`src/rtl/pwr_rail_pkg.sv`:
```
package pwr_rail_pkg;
  localparam int RAIL_W  = 10;
  localparam int NUM_REQ = 4;

  localparam int B_AO_MAIN = 0;
  localparam int B_AO_CORE = 1;
  localparam int B_LINK_HV = 2;
  localparam int B_LINK_LV = 3;
  localparam int B_STORE   = 4;
  localparam int B_CORE    = 5;
  localparam int B_PHY     = 6;
  localparam int B_HS_A    = 7;
  localparam int B_HS_B    = 8;
  localparam int B_SUP_REL = 9;

  localparam int Q_UP    = 0;
  localparam int Q_SLEEP = 1;
  localparam int Q_WAKE  = 2;
  localparam int Q_DOWN  = 3;

  localparam logic [RAIL_W-1:0] M_ALL    = {RAIL_W{1'b1}};
  localparam logic [RAIL_W-1:0] M_HS     = (RAIL_W'(1) << B_HS_A) | (RAIL_W'(1) << B_HS_B);
  localparam logic [RAIL_W-1:0] M_NONHS  = M_ALL & ~M_HS;
  localparam logic [RAIL_W-1:0] M_SWITCH = (RAIL_W'(1) << B_LINK_LV) | (RAIL_W'(1) << B_STORE)
                                         | (RAIL_W'(1) << B_CORE)    | (RAIL_W'(1) << B_PHY);
  localparam logic [RAIL_W-1:0] M_WAKE_ON = (RAIL_W'(1) << B_AO_MAIN) | (RAIL_W'(1) << B_LINK_HV)
                                          | (RAIL_W'(1) << B_SUP_REL);

  typedef enum logic [1:0] {
    MODE_OFF   = 2'd0,
    MODE_ON    = 2'd1,
    MODE_SLEEP = 2'd2
  } mode_e;

  function automatic logic pre_ok(input int idx, input logic [RAIL_W-1:0] r);
    logic ok;
    case (idx)
      Q_UP:    ok = (r & M_NONHS) == '0;
      Q_SLEEP: ok = (r == M_ALL);
      Q_WAKE:  ok = ((r & M_WAKE_ON) == M_WAKE_ON) && ((r & M_SWITCH) == '0);
      Q_DOWN:  ok = (r & M_NONHS) == M_NONHS;
      default: ok = 1'b0;
    endcase
    return ok;
  endfunction
endpackage

```
`src/rtl/pwr_req_guard.sv`:
```
module pwr_req_guard
  import pwr_rail_pkg::*;
(
  input  logic [NUM_REQ-1:0] req,
  input  logic [RAIL_W-1:0]  rails_q,
  output logic [NUM_REQ-1:0] go,
  output logic               illegal
);
  logic [NUM_REQ-1:0] ok;
  logic               single;

  for (genvar i = 0; i < NUM_REQ; i++) begin : g_pre
    assign ok[i] = pre_ok(i, rails_q);
  end

  assign single  = $onehot(req);
  assign go      = single ? (req & ok) : '0;
  assign illegal = (|req) && (go == '0);
endmodule

```
`src/rtl/pwr_rail_next.sv`:
```
module pwr_rail_next
  import pwr_rail_pkg::*;
(
  input  logic [NUM_REQ-1:0] go,
  input  logic [RAIL_W-1:0]  rails_q,
  input  mode_e              mode_q,
  input  logic               hs_sel,
  output logic [RAIL_W-1:0]  rails_d,
  output mode_e              mode_d
);
  logic [RAIL_W-1:0] hs_val;
  assign hs_val = {RAIL_W{hs_sel}} & M_HS;

  always_comb begin
    rails_d = rails_q;
    mode_d  = mode_q;
    unique case (1'b1)
      go[Q_UP]: begin
        rails_d = M_ALL;
        mode_d  = MODE_ON;
      end
      go[Q_SLEEP]: begin
        rails_d = (rails_q & ~(M_SWITCH | M_HS)) | hs_val;
        mode_d  = MODE_SLEEP;
      end
      go[Q_WAKE]: begin
        rails_d = (rails_q & ~M_HS) | M_SWITCH | hs_val;
        mode_d  = MODE_ON;
      end
      go[Q_DOWN]: begin
        rails_d = rails_q & M_HS;
        mode_d  = MODE_OFF;
      end
      default: ;
    endcase
  end
endmodule

```
`src/rtl/pwr_rail_ctrl.sv`:
```
module pwr_rail_ctrl
  import pwr_rail_pkg::*;
(
  input  logic              clk,
  input  logic              rst_n,
  input  logic              req_up,
  input  logic              req_sleep,
  input  logic              req_wake,
  input  logic              req_down,
  input  logic              hs_sel,
  output logic [RAIL_W-1:0] rails,
  output logic [1:0]        mode,
  output logic              req_err
);
  logic [NUM_REQ-1:0] req, go;
  logic               illegal;
  logic [RAIL_W-1:0]  rails_q, rails_d;
  mode_e              mode_q, mode_d;
  logic               err_q;

  always_comb begin
    req          = '0;
    req[Q_UP]    = req_up;
    req[Q_SLEEP] = req_sleep;
    req[Q_WAKE]  = req_wake;
    req[Q_DOWN]  = req_down;
  end

  pwr_req_guard u_guard (
    .req     (req),
    .rails_q (rails_q),
    .go      (go),
    .illegal (illegal)
  );

  pwr_rail_next u_next (
    .go      (go),
    .rails_q (rails_q),
    .mode_q  (mode_q),
    .hs_sel  (hs_sel),
    .rails_d (rails_d),
    .mode_d  (mode_d)
  );

  always_ff @(posedge clk) begin
    if (!rst_n) begin
      rails_q <= '0;
      mode_q  <= MODE_OFF;
      err_q   <= 1'b0;
    end else begin
      rails_q <= rails_d;
      mode_q  <= mode_d;
      err_q   <= illegal;
    end
  end

  assign rails   = rails_q;
  assign mode    = mode_q;
  assign req_err = err_q;

  // power-up from a fully-off pattern lights every rail
  a_r2_up_all_on: assert property (@(posedge clk) disable iff (!rst_n)
    (req == (NUM_REQ'(1) << Q_UP) && (rails_q & M_NONHS) == '0)
      |=> (rails == M_ALL && mode == MODE_ON));
  // the high-speed pair always moves together
  a_r4_hs_pair_match: assert property (@(posedge clk) disable iff (!rst_n)
    rails[B_HS_A] == rails[B_HS_B]);
  // power-down leaves the high-speed pair alone
  a_r6_down_keeps_hs: assert property (@(posedge clk) disable iff (!rst_n)
    (req == (NUM_REQ'(1) << Q_DOWN) && mode_q == MODE_ON)
      |=> ($stable(rails & M_HS) && (rails & M_NONHS) == '0 && mode == MODE_OFF));
  // several simultaneous requests are rejected
  a_r7_multi_reject: assert property (@(posedge clk) disable iff (!rst_n)
    ($countones(req) > 1) |=> (req_err && $stable(rails) && $stable(mode)));
  // an error cycle never coincides with a rail change
  a_r8_err_no_change: assert property (@(posedge clk) disable iff (!rst_n)
    req_err |-> ($stable(rails) && $stable(mode)));
  // idle cycles change nothing
  a_r9_idle_hold: assert property (@(posedge clk) disable iff (!rst_n)
    (req == '0) |=> ($stable(rails) && !req_err));
  // mode code 3 is never produced
  a_r10_mode_legal: assert property (@(posedge clk) disable iff (!rst_n)
    mode != 2'd3);
  // sleep mode keeps the always-on group and reset release up, switched rails down
  a_r3_sleep_pattern: assert property (@(posedge clk) disable iff (!rst_n)
    (mode == MODE_SLEEP) |-> ((rails & M_SWITCH) == '0 && (rails & M_WAKE_ON) == M_WAKE_ON));
endmodule

```
`config.mk`:
```
export PLATFORM = sky130hd
export DESIGN_NAME = pwr_rail_ctrl
export DESIGN_NICKNAME = d
export VERILOG_FILES = /design/src/rtl/pwr_rail_pkg.sv /design/src/rtl/pwr_req_guard.sv /design/src/rtl/pwr_rail_next.sv /design/src/rtl/pwr_rail_ctrl.sv
export SDC_FILE = /design/constraint.sdc
export NUM_CORES = 1
export LEC_CHECK = 0
export BUFFER_PORTS_ARGS = -buffer_cell sky130_fd_sc_hd__buf_2
export CAP_MARGIN = 40
export CELL_PAD_IN_SITES_DETAIL_PLACEMENT = 1
export CELL_PAD_IN_SITES_GLOBAL_PLACEMENT = 2
export CORE_MARGIN = 8
export CORE_UTILIZATION = 30
export CTS_BUF_LIST = sky130_fd_sc_hd__clkbuf_16
export DETAILED_ROUTE_END_ITERATION = 10
export PLACE_DENSITY_LB_ADDON = 0.1
export RECOVER_POWER = 50
export SLEW_MARGIN = 25
export SYNTH_ARGS = -nofsm -noshare
export SYNTH_HDL_FRONTEND = slang
export SYNTH_HIERARCHICAL = 1
export SYNTH_SLANG_ARGS = --single-unit
```
`constraint.sdc`:
```
create_clock -name clk -period 3.8 [get_ports clk]
set_input_delay 0 -clock clk [delete_from_list [all_inputs] [get_ports clk]]
set_output_delay 0 -clock clk [all_outputs]
set_load 0.01 [all_outputs]
```
== Word-level counts from Yosys, hierarchy flattened ==
Index checks and enable logic that the tools add are counted.
Storage, ports and cells
  register bits: 13
  input port bits: 7
  output and inout port bits: 13
  logic and storage cells: 29
Operators by class
  add/subtract/negate cells: 3
  eq/ne operators: 4
  multiplexer cells: 3
  bitwise logic cells: 4
  reduce and logical (&&, ||, !) cells: 11
Operator list (number)
  10-bit one-hot mux with 4 select lines: 1
  10-bit zero test: 2
  10-bit by 9-bit bitwise OR with 10-bit output: 2
  10-bit equality test (second input constant): 1
  8-bit equality test (second input constant): 1
  2-bit one-hot mux with 3 select lines: 1
  3-bit nonzero test: 2
  1-bit by 1-bit adder with 2-bit output: 2
  4-bit AND: 1
  4-bit zero test: 1
  4-bit 2-to-1 mux: 1
  4-bit nonzero test: 1
  4-bit OR reduction: 1
  3-bit adder: 1
  3-bit by 1-bit equality test with 1-bit output (second input constant): 1
  3-bit equality test (second input constant): 1
  1-bit logical AND: 2
  2-bit AND reduction: 1
  2-bit OR reduction: 1
  1-bit NOT: 1

== Longest topological paths before layout ==
Gate-level depths: netlist (run 1).
  word-level depth: 6
  mapped depth: 12
  gate-level depth less buffers: 11

== Modules after synthesis ==
Netlist (run 1), hierarchy kept.
Modules (own cells, without submodules)
  pwr_rail_ctrl: times used 1, cells an instance 27, area each 364.1 um^2, sequential area each 260.2 um^2
  pwr_req_guard: times used 1, cells an instance 28, area each 198.9 um^2, sequential area each 0.0 um^2
  pwr_rail_next: times used 1, cells an instance 19, area each 143.9 um^2, sequential area each 0.0 um^2

== Worst setup path before layout (run 1) ==
OpenSTA, ideal clock, no wires.
  kind: input-to-reg
  from: in req_up
  to: reg rails_q[0], in the netlist rails[0]
  library setup time: 116 ps
  data arrival time: 2653 ps
  data required time: 3684 ps
  path slack: 1031 ps
  cell stages on the path: 11
  path buffers: 0
  path through: inv_1 > fa_1 > inv_1 > ha_1 > ha_1 > or3b_1 > nor4_2 > and2_2 > or3b_4 > a21o_1 > and2_2
Between the ends
  word-level cells in the longest chain between the ends: 5
  elaborated cells on any way between the ends: 7
  classes of those cells: 2 x add/sub; 1 x eq/ne; 2 x mux; 1 x bitwise; 1 x reduce/logical
RTL lines
  start: declaration: RTL line pwr_rail_ctrl.sv:6  | input logic req_up,
  1-bit by 1-bit adder with 2-bit output (not written as such): RTL line pwr_req_guard.sv:16  | assign single = $onehot(req);
  3-bit adder (not written as such): RTL line pwr_req_guard.sv:16
  3-bit by 1-bit equality test with 1-bit output: RTL line pwr_req_guard.sv:16
  4-bit 2-to-1 mux: RTL line pwr_req_guard.sv:17  | assign go = single ? (req & ok) : '0;
  net go[3]: RTL line pwr_rail_ctrl.sv:15  | logic [NUM_REQ-1:0] req, go;
  10-bit one-hot mux with 4 select lines: RTL line pwr_rail_next.sv:17  | unique case (1'b1)
  net rails_d[0]: RTL line pwr_rail_ctrl.sv:17  | logic [RAIL_W-1:0] rails_q, rails_d;
  end signal: assignment: RTL line pwr_rail_ctrl.sv:51  | rails_q <= rails_d;
  end: declaration: RTL line pwr_rail_ctrl.sv:17
The timed path passes the listed nets, and every way through them passes these cells.
A chain may end at the register's enable or synchronous reset.

== Worst setup path in the final report (run 1) ==
  from: in req_up
  to: reg rails_q[2], in the netlist rails[2]
Same word-level chain as after synthesis.

==> results.yml, run 1 <==
setup_path:
  crit_arrival_ns: 2.89
  rrSetupSlack_ns: 1.85
  r2r_start: "rails[1]"
  crit_type: "primary input to flip-flop"
  ff2ff_path_depth: 6
  reg2reg_to: "mode[1]"
  end_kind: "flip-flop"
  crit_chain: "buf_2 -> inv_1 -> fa_1 -> inv_1 -> ha_1 -> ha_1 -> or3b_1 -> nor4_2 -> and2_2 -> or3b_4 -> a21o_1 -> and2_2"
  worstPathRequired_ns: 3.93
  slowest_delay_ns: 0.54
  startpoint_type: "primary input"
  crit_family: "simple AND/OR/NAND/NOR gates"
  crit_slowest_cell: "fa_1"
  path_buf_inv: 3
  cp_max_fo: 4
timing:
  hold_viol: 0
  worst_pin_slew_ns: 0.4361
  setup_viol: 0
  clock.fmax_ghz: 0.3617
  hold_slack_ns: 0.1187
  maxSlewHeadroom_pct: 70.82
  finalClockSkew_ns: 0.001528
  slew_violations: 0
  fin_crit_sh_pct: 72.76
  rsz0062_at_grt: "false"
  fin_crit_ns: 2.765
  final.setup.tns_ns: 0
cells_and_area:
  final_cell_mix: "13 x dfxtp_1, 13 x clkbuf_1, 10 x and2_2"
  finish.instance_area_um2: 883.3
  antenna_cells: 0
  fin_util_pct: 39.93
  n_fill_cell: 278
  layout-drive-gt1-share_pct: 24.21
  register_area_um2: 260.3
  synthToLayoutAreaGrowth_pct: 24.96
  final_nets: 107
  multiInputGateArea_um2: 411.6
global_routing:
  antenna_found_initial: 0
  grt_pass1_vias: 638
  grt_use_total_pct: 8.474
  grt_max_degree: 14
  grt_overflow: 0
  grt_pass1_wl_mm: 2.829
placement:
  port_buffers: 19
  dp_hpwl_mm: 1.390
  dpl_cell_area_um2: 820.8
  gp_congestion: 0.7719
clock_network:
  cts_tree: "built"
  post_cts_buffers: 0
  clock_tree.buffer_depth: 2
  clock-sinks: 13
  htreeDepth: 1
  ctsHoldBuffers: 0
  numCtsBuffers: 3
  ctsResizeCount: 0
  worst_skew_pair.late_latency_ns: 0.24
  clockRootBuffer: "clkbuf_16"
  cts.clk_slew.worst_paths_ns: 0.04
power:
  p_comb_share_pct: 20.1
  leakagePower_uw: 0.0004412
  netSwitchingPower_uw: 112.2
  p_seq_share_pct: 37.7
  ir_drop_mv: 0.2538
  pwr-share-clk_pct: 42.2
  swShare_pct: 24.85
  cell_internal_pwr_uw: 339.3
  p_per_area_nw_per_um2: 511.1
synth:
  ys_seq_elements: 13
  synth_nets: 85
  synth_cells: 74
  synth-warning-count: 6
  syn_area_um2: 706.9
  yosysUniqueCellTypes: 26
  seq_area_frac_synth_pct: 36.81
  syn_area_per_cell_um2: 9.553
run:
  maxCapViolCount: 0
min_path:
  hold_class: "primary input to flip-flop"
  holdCritStartpoint: "hs_sel"
  min_path_cells: 3
  holdPathEnd: "rails[8]"
routing:
  drtIter0Drc: 11
  drc: 0
  dr.pass1.iters: 4
  drtAntennaViolNets: 0
  viasPerCell: 4.764
  wl_per_cell_um: 13.76
  vias: 586
  drt_wl_total_mm: 1.693
floorplanning:
  ios: 20
  initial_utilization_pct: 31.96
  die_area_um2: 4166
  die_height_um: 64.55
  die_width_um: 64.55
  rows: 17
  core_um2: 2212
outcome:
  status: "complete, no violations"
-- power groups by stage --
stage,combinational (µW),clock [µW],sequential [µW]
global placement,96.6,0,173
finish,90.6,191,170
global route,102,202,173
detailed placement,97.6,0,173
floorplan,58.6,0,177
CTS,98.1,195,170
-- synthesized netlist by cell type --
library cell | instances | area (µm²)
nand4_1 | 1 | 6.260
nand2_1 | 2 | 7.510
ha_1 | 3 | 37.54
a21oi_1 | 1 | 5.000
inv_1 | 5 | 18.77
fa_1 | 1 | 20.02
or3b_1 | 1 | 8.760
o21bai_1 | 2 | 15.01
a21o_1 | 9 | 67.56
or2_1 | 2 | 12.51
a211oi_1 | 1 | 7.510
nand2b_2 | 2 | 17.52
and4_1 | 1 | 8.760
nor2_1 | 4 | 15.01
and2_2 | 10 | 75.07
nor4_2 | 1 | 12.51
nor4_1 | 1 | 6.260
a221o_1 | 2 | 20.02
and2_1 | 4 | 25.02
or3b_4 | 1 | 11.26
nor3b_1 | 1 | 7.510
dfxtp_1 | 13 | 260.3
buf_2 | 1 | 5.000
nand3_1 | 3 | 15.01
buf_6 | 1 | 11.26
or4b_1 | 1 | 10.01
-- cell families (layout without fill, tap and decap cells) --
logic type,after synthesis,in the layout,share of synthesized area [%]
AOI/OAI and AO/OA,15,15,16.28
adders and majority gates,4,4,8.142
buffers and inverters,7,28,4.955
DFF,13,13,36.81
and+or+nand+nor,35,35,33.81
-- worst max path at each step --
stage                start       end  depth (start not counted)
finish              req_up  rails[2]                         12
global route        req_up  rails[2]                         12
CTS                 req_up  rails[2]                         12
detailed placement  req_up  rails[2]                         12
global placement    req_up  rails[2]                         12
floorplan           req_up  rails[0]                         11
-- stage by stage --
stage                     cells  worst slack (ns)  power, µW
after global routing        123            0.8902      477.4
after floorplan              74             1.031      236.1
final                       123             1.035      451.5
after CTS                   123             1.008      463.3
after global placement      119            0.8175      269.3
after detailed placement    119            0.7544      270.2
-- layout make-up --
type	instances	share of cell area (%)
inverters	5	2.125
well taps	28	3.966
repair buffers	19	8.924
clock buffers	3	8.499
multi-input cells	54	46.60
clock inverters	1	0.4249
flip-flops and latches	13	29.46
-- worst reg2reg max path: stages (launching register included) --
cell,delay [ns]
dfxtp_1,0.34
nor2_1,0.10
or4b_1,0.46
nor2_1,0.37
or2_1,0.29
o21bai_1,0.10
and2_2,0.18
-- state kept, by name (all words and copies together), names as in the netlist --
register  flops
mode          2
rails        10
req_err       1
-- routing by layer --
layer | global-route usage (%) | share of wire [%]
met5 | 0 | 0
met4 | 4.905 | 0.95
met3 | 3.608 | 7.5
met2 | 14.29 | 46
met1 | 8.614 | 45
(Power assumes the default switching activity.)
==> run 2: changes to the inputs <==
==> constraint.sdc (replaced) <==
create_clock -name clk -period 2.8 [get_ports clk]
set_input_delay 0 -clock clk [delete_from_list [all_inputs] [get_ports clk]]
set_output_delay 0 -clock clk [all_outputs]
set_load 0.01 [all_outputs]
==> run 2 against run 1 <==
Via count increased by 6.3%. Utilization increased by 3.8 points. First-iteration DRC count increased by 91%. Total power increased by 40%. Worst hold slack improved by 0.0016 ns. Count of clock-buffer cells in the layout unchanged. Clock skew increased by 0.0027 ns. Highest routed layer unchanged.
==> results.yml, run 2 (synthesized netlist as in run 1, its figures left out) <==
outcome:
  status: "complete, no violations"
setup_path:
  end_kind: "flip-flop"
  worstPathRequired_ns: 2.93
  crit_type: "primary input to flip-flop"
  cp_max_fo: 3
  rrSetupSlack_ns: 0.83
  crit_arrival_ns: 2.78
  startpoint_type: "primary input"
timing:
  worst_pin_slew_ns: 0.3552
  slew_violations: 0
  fin_crit_ns: 2.652
  maxSlewHeadroom_pct: 76.10
  clock.fmax_ghz: 0.3771
  setup_viol: 0
  hold_slack_ns: 0.1202
  finalClockSkew_ns: 0.004244
  fin_crit_sh_pct: 94.70
  rsz0062_at_grt: "false"
  hold_viol: 0
global_routing:
  grt_overflow: 0
  grt_max_degree: 14
  antenna_found_initial: 0
  grt_use_total_pct: 9.283
  grt_pass1_vias: 703
  grt_pass1_wl_mm: 3.160
routing:
  wl_met3_um: 124
  vias: 623
  dr.pass1.iters: 4
  viasPerCell: 4.684
  routed-wl-met2_um: 887
  routedLengthMet1_um: 797
  drtAntennaViolNets: 0
  drtIter0Drc: 21
  wl_per_cell_um: 13.85
  drt_wl_total_mm: 1.842
  top_layer_used: "met4"
  drc: 0
clock_network:
  post_cts_buffers: 0
  clock_tree.buffer_depth: 2
  htreeDepth: 1
  cts.clk_slew.worst_paths_ns: 0.05
  ctsHoldBuffers: 0
  clock-sinks: 13
  clockRootBuffer: "clkbuf_16"
  cts_tree: "built"
  worst_skew_pair.late_latency_ns: 0.24
  numCtsBuffers: 3
power:
  ir_drop_mv: 0.3277
  swShare_pct: 26.03
  leakagePower_uw: 0.0005042
  finalPower_uw: 634.1
  p_comb_share_pct: 21.1
  pwr-share-clk_pct: 42.6
  netSwitchingPower_uw: 165.1
  p_per_area_nw_per_um2: 654.8
  p_seq_share_pct: 36.4
  cell_internal_pwr_uw: 469.1
floorplanning:
  initial_utilization_pct: 31.96
  die_height_um: 64.55
  core_um2: 2212
  die_area_um2: 4166
  die_width_um: 64.55
  ios: 20
  rows: 17
cells_and_area:
  final_nets: 117
  fin_util_pct: 43.78
  largest_register_ffs: 10
  antenna_cells: 0
  finish.instance_area_um2: 968.4
  final_cell_mix: "13 x dfxtp_1, 13 x clkbuf_1, 10 x and2_2, 10 x buf_4, 9 x a21o_1"
  synthToLayoutAreaGrowth_pct: 36.99
  layout-drive-gt1-share_pct: 32.38
  fin_cells: 133
min_path:
  hold_class: "primary input to flip-flop"
placement:
  dp_hpwl_mm: 1.422
  port_buffers: 19
  gp_congestion: 0.6475
  dpl_cell_area_um2: 895.9
  dp.cells: 129
run:
  maxCapViolCount: 0
run 2: critical path, stage by stage:
cell and delay, ns:
buf_2 0.08, inv_1 0.06, fa_1 0.53, inv_1 0.04
ha_1 0.17, ha_1 0.26, or3b_1 0.44, nor4_4 0.17
buf_4 0.15, and4_1 0.25, o21bai_1 0.12, a221o_1 0.33
and2_2 0.19
run 2: final cells by class:
type | count | area, µm²
Sequential cell | 13 | 260.3
Inverter | 5 | 18.77
Clock buffer | 3 | 75.07
Timing Repair Buffer | 29 | 153.9
Clock inverter | 1 | 5.005
Fill cell | 269 | 1244
Multi-Input combinational cell | 54 | 420.4
Tap cell | 28 | 35.03
run 2: stage by stage:
step | setup TNS (ns) | setup WS (ns)
2_1_floorplan | 0 | 0.03120
3_3_place_gp | -1.231 | -0.1431
5_1_grt | 0 | 0.01890
4_1_cts | 0 | 0.1219
3_5_place_dp | -1.760 | -0.1781
6_report | 0 | 0.1483
run 2: path summary, 6_finish.rpt:
check                           endpoint     start  depth (start not counted)
worst max register to register  rails[7]  rails[9]                          7
worst max-delay path            rails[7]    req_up                         13
worst min register to register   mode[0]   mode[0]                          2
worst min-delay path            rails[3]     rst_n                          2
run 2: repair_timing:
item,CTS,global route
pin swaps,1,0
resized for setup,0,1
setup endpoints to repair,1,1
endpoints found under the hold margin,0,0
run 2: layer usage:
layer	global-route usage (%)	vias to the layer above
met5	0	-
met3	3.436	4
li1	-	315
met1	9.703	287
met2	16.27	17
met4	4.087	0
run 2: power groups by stage:
stage	logic [µW]	registers (µW)	clock network [µW]
detailed placement	140	234	0
global route	151	235	287
floorplan	79.6	241	0
finish	133	231	270
global placement	139	234	0
CTS	143	231	276
==> run 3: changes to the inputs <==
--- a/config.mk
+++ b/config.mk
@@ -9,7 +9,7 @@
 export CAP_MARGIN = 40
 export CELL_PAD_IN_SITES_DETAIL_PLACEMENT = 1
 export CELL_PAD_IN_SITES_GLOBAL_PLACEMENT = 2
-export CORE_MARGIN = 8
+export CORE_MARGIN = 2
 export CORE_UTILIZATION = 30
 export CTS_BUF_LIST = sky130_fd_sc_hd__clkbuf_16
 export DETAILED_ROUTE_END_ITERATION = 10
==> run 3 against run 2 <==
Die area down 34%. Largest power group unchanged. Highest routed layer unchanged. Via count increased by 2.4%. Worst hold slack about the same.
==> results.yml, run 3 (synthesized netlist as in run 1, its figures left out) <==
floorplanning:
  die_height_um: 52.55
  rows: 17
  ios: 20
  die_area_um2: 2761
  core_um2: 2212
  die_width_um: 52.55
  initial_utilization_pct: 31.96
power:
  netSwitchingPower_uw: 165.0
  leakagePower_uw: 0.0005056
  p_comb_share_pct: 21.2
  swShare_pct: 26.07
  p_per_area_nw_per_um2: 654.3
  p_seq_share_pct: 36.3
  cell_internal_pwr_uw: 467.8
  ir_drop_mv: 0.5539
  pwr-share-clk_pct: 42.5
clock_network:
  htreeDepth: 1
  post_cts_buffers: 0
  clock-sinks: 13
  cts.clk_slew.worst_paths_ns: 0.05
  clock_tree.buffer_depth: 2
  ctsHoldBuffers: 0
  worst_skew_pair.late_latency_ns: 0.24
  cts_tree: "built"
  clockRootBuffer: "clkbuf_16"
  numCtsBuffers: 3
placement:
  port_buffers: 19
  post-place-ws_ns: -0.1962
  gp_congestion: 0.6814
  dp_hpwl_mm: 1.383
timing:
  maxSlewHeadroom_pct: 74.29
  worst_pin_slew_ns: 0.3821
  hold_viol: 0
  setup_viol: 0
  fin_crit_ns: 2.606
  rsz0062_at_grt: "false"
  final.setup.tns_ns: 0
  clock.fmax_ghz: 0.3838
  slew_violations: 0
  finalClockSkew_ns: 0.001042
  worst_slack_ns: 0.1945
  fin_crit_sh_pct: 93.05
outcome:
  status: "complete, no violations"
global_routing:
  antenna_found_initial: 0
  grt_max_degree: 14
  grt_pass1_wl_mm: 3.036
  grt_overflow: 0
  grt_use_total_pct: 15.61
  grt_pass1_vias: 647
routing:
  drc: 0
  routedLengthMet1_um: 784
  wl_met3_um: 80
  top_layer_used: "met4"
  dr.pass1.iters: 3
  drt_wl_total_mm: 1.788
  routed-wl-met2_um: 908
  drtAntennaViolNets: 0
  vias: 638
  wl_per_cell_um: 13.44
  drtIter0Drc: 4
  viasPerCell: 4.797
setup_path:
  crit_arrival_ns: 2.74
  end_kind: "flip-flop"
  worstPathRequired_ns: 2.93
  crit_type: "primary input to flip-flop"
  cp_max_fo: 3
  startpoint_type: "primary input"
  r2r_start: "rails[1]"
  crit_start: "req_up"
cells_and_area:
  layout-drive-gt1-share_pct: 31.43
  n_fill_cell: 279
  largest_register_ffs: 10
  synthToLayoutAreaGrowth_pct: 36.81
  final_nets: 117
  final_cell_mix: "13 x dfxtp_1, 13 x clkbuf_1, 10 x and2_2, 10 x buf_4, 9 x a21o_1"
  antenna_cells: 0
min_path:
  holdCritStartpoint: "hs_sel"
  hold_class: "primary input to flip-flop"
run:
  maxCapViolCount: 0
run 3: cell types whose count changed in the layout (fill, tap and decap cells not counted):
cell      change
clkinv_2      -1
inv_1         +1
run 3: repair_timing:
item | CTS | global route
setup endpoints to repair | 0 | 11
gates resized for setup | 0 | 1
endpoints found under the hold margin | 0 | 0
run 3: power by group through the flow:
stage	registers (µW)	logic (µW)	clock network (µW)
after floorplan	241	79.6	0
after global placement	233	138	0
after detailed placement	233	140	0
after CTS	230	142	275
after global routing	235	154	286
final	230	134	269
run 3: worst max-delay path, cell delays in order:
cell and delay, ns:
buf_2 0.08, inv_1 0.06, fa_1 0.54, inv_1 0.05, ha_1 0.17, ha_1 0.26, or3b_1 0.43, nor4_4 0.17
buf_4 0.16, and4_1 0.24, o21bai_1 0.10, a221o_1 0.29, and2_2 0.18
run 3: through the flow:
stage                     instance area [µm²]  hold WS [ns]  total power, µW  utilization, %  std cells
after floorplan                         706.9        0.1362            320.4               -         74
after global placement                  895.9        0.3526            371.0           40.50        129
after detailed placement                895.9        0.3738            373.4           40.50        129
after CTS                               974.7        0.1250            647.1           44.06        133
after global routing                    967.2        0.1392            675.3           43.72        133
final                                   967.2        0.1203            632.8           43.72        133
run 3: final timing paths:
kind	depth (start not counted)	endpoint	slack, ns
max	13	rails[7]	0.19
min	3	rails[7]	0.12
max reg2reg	7	rails[7]	0.85
min reg2reg	2	mode[0]	0.57
run 3: metal layers:
layer	global-route usage, %	up-vias
li1	-	318
met1	18.53	304
met2	26.88	14
met3	3.429	2
met4	6.410	0
met5	0	-
run 3: final cells by class:
type                            instances  area [µm²]  share of cell area (%)
Clock buffer                            3       75.07                   7.762
Multi-Input combinational cell         54       420.4                   43.47
Clock inverter                          1       3.754                  0.3881
Sequential cell                        13       260.3                   26.91
Timing Repair Buffer                   29       153.9                   15.91
Inverter                                5       18.77                   1.940
Tap cell                               28       35.03                   3.622
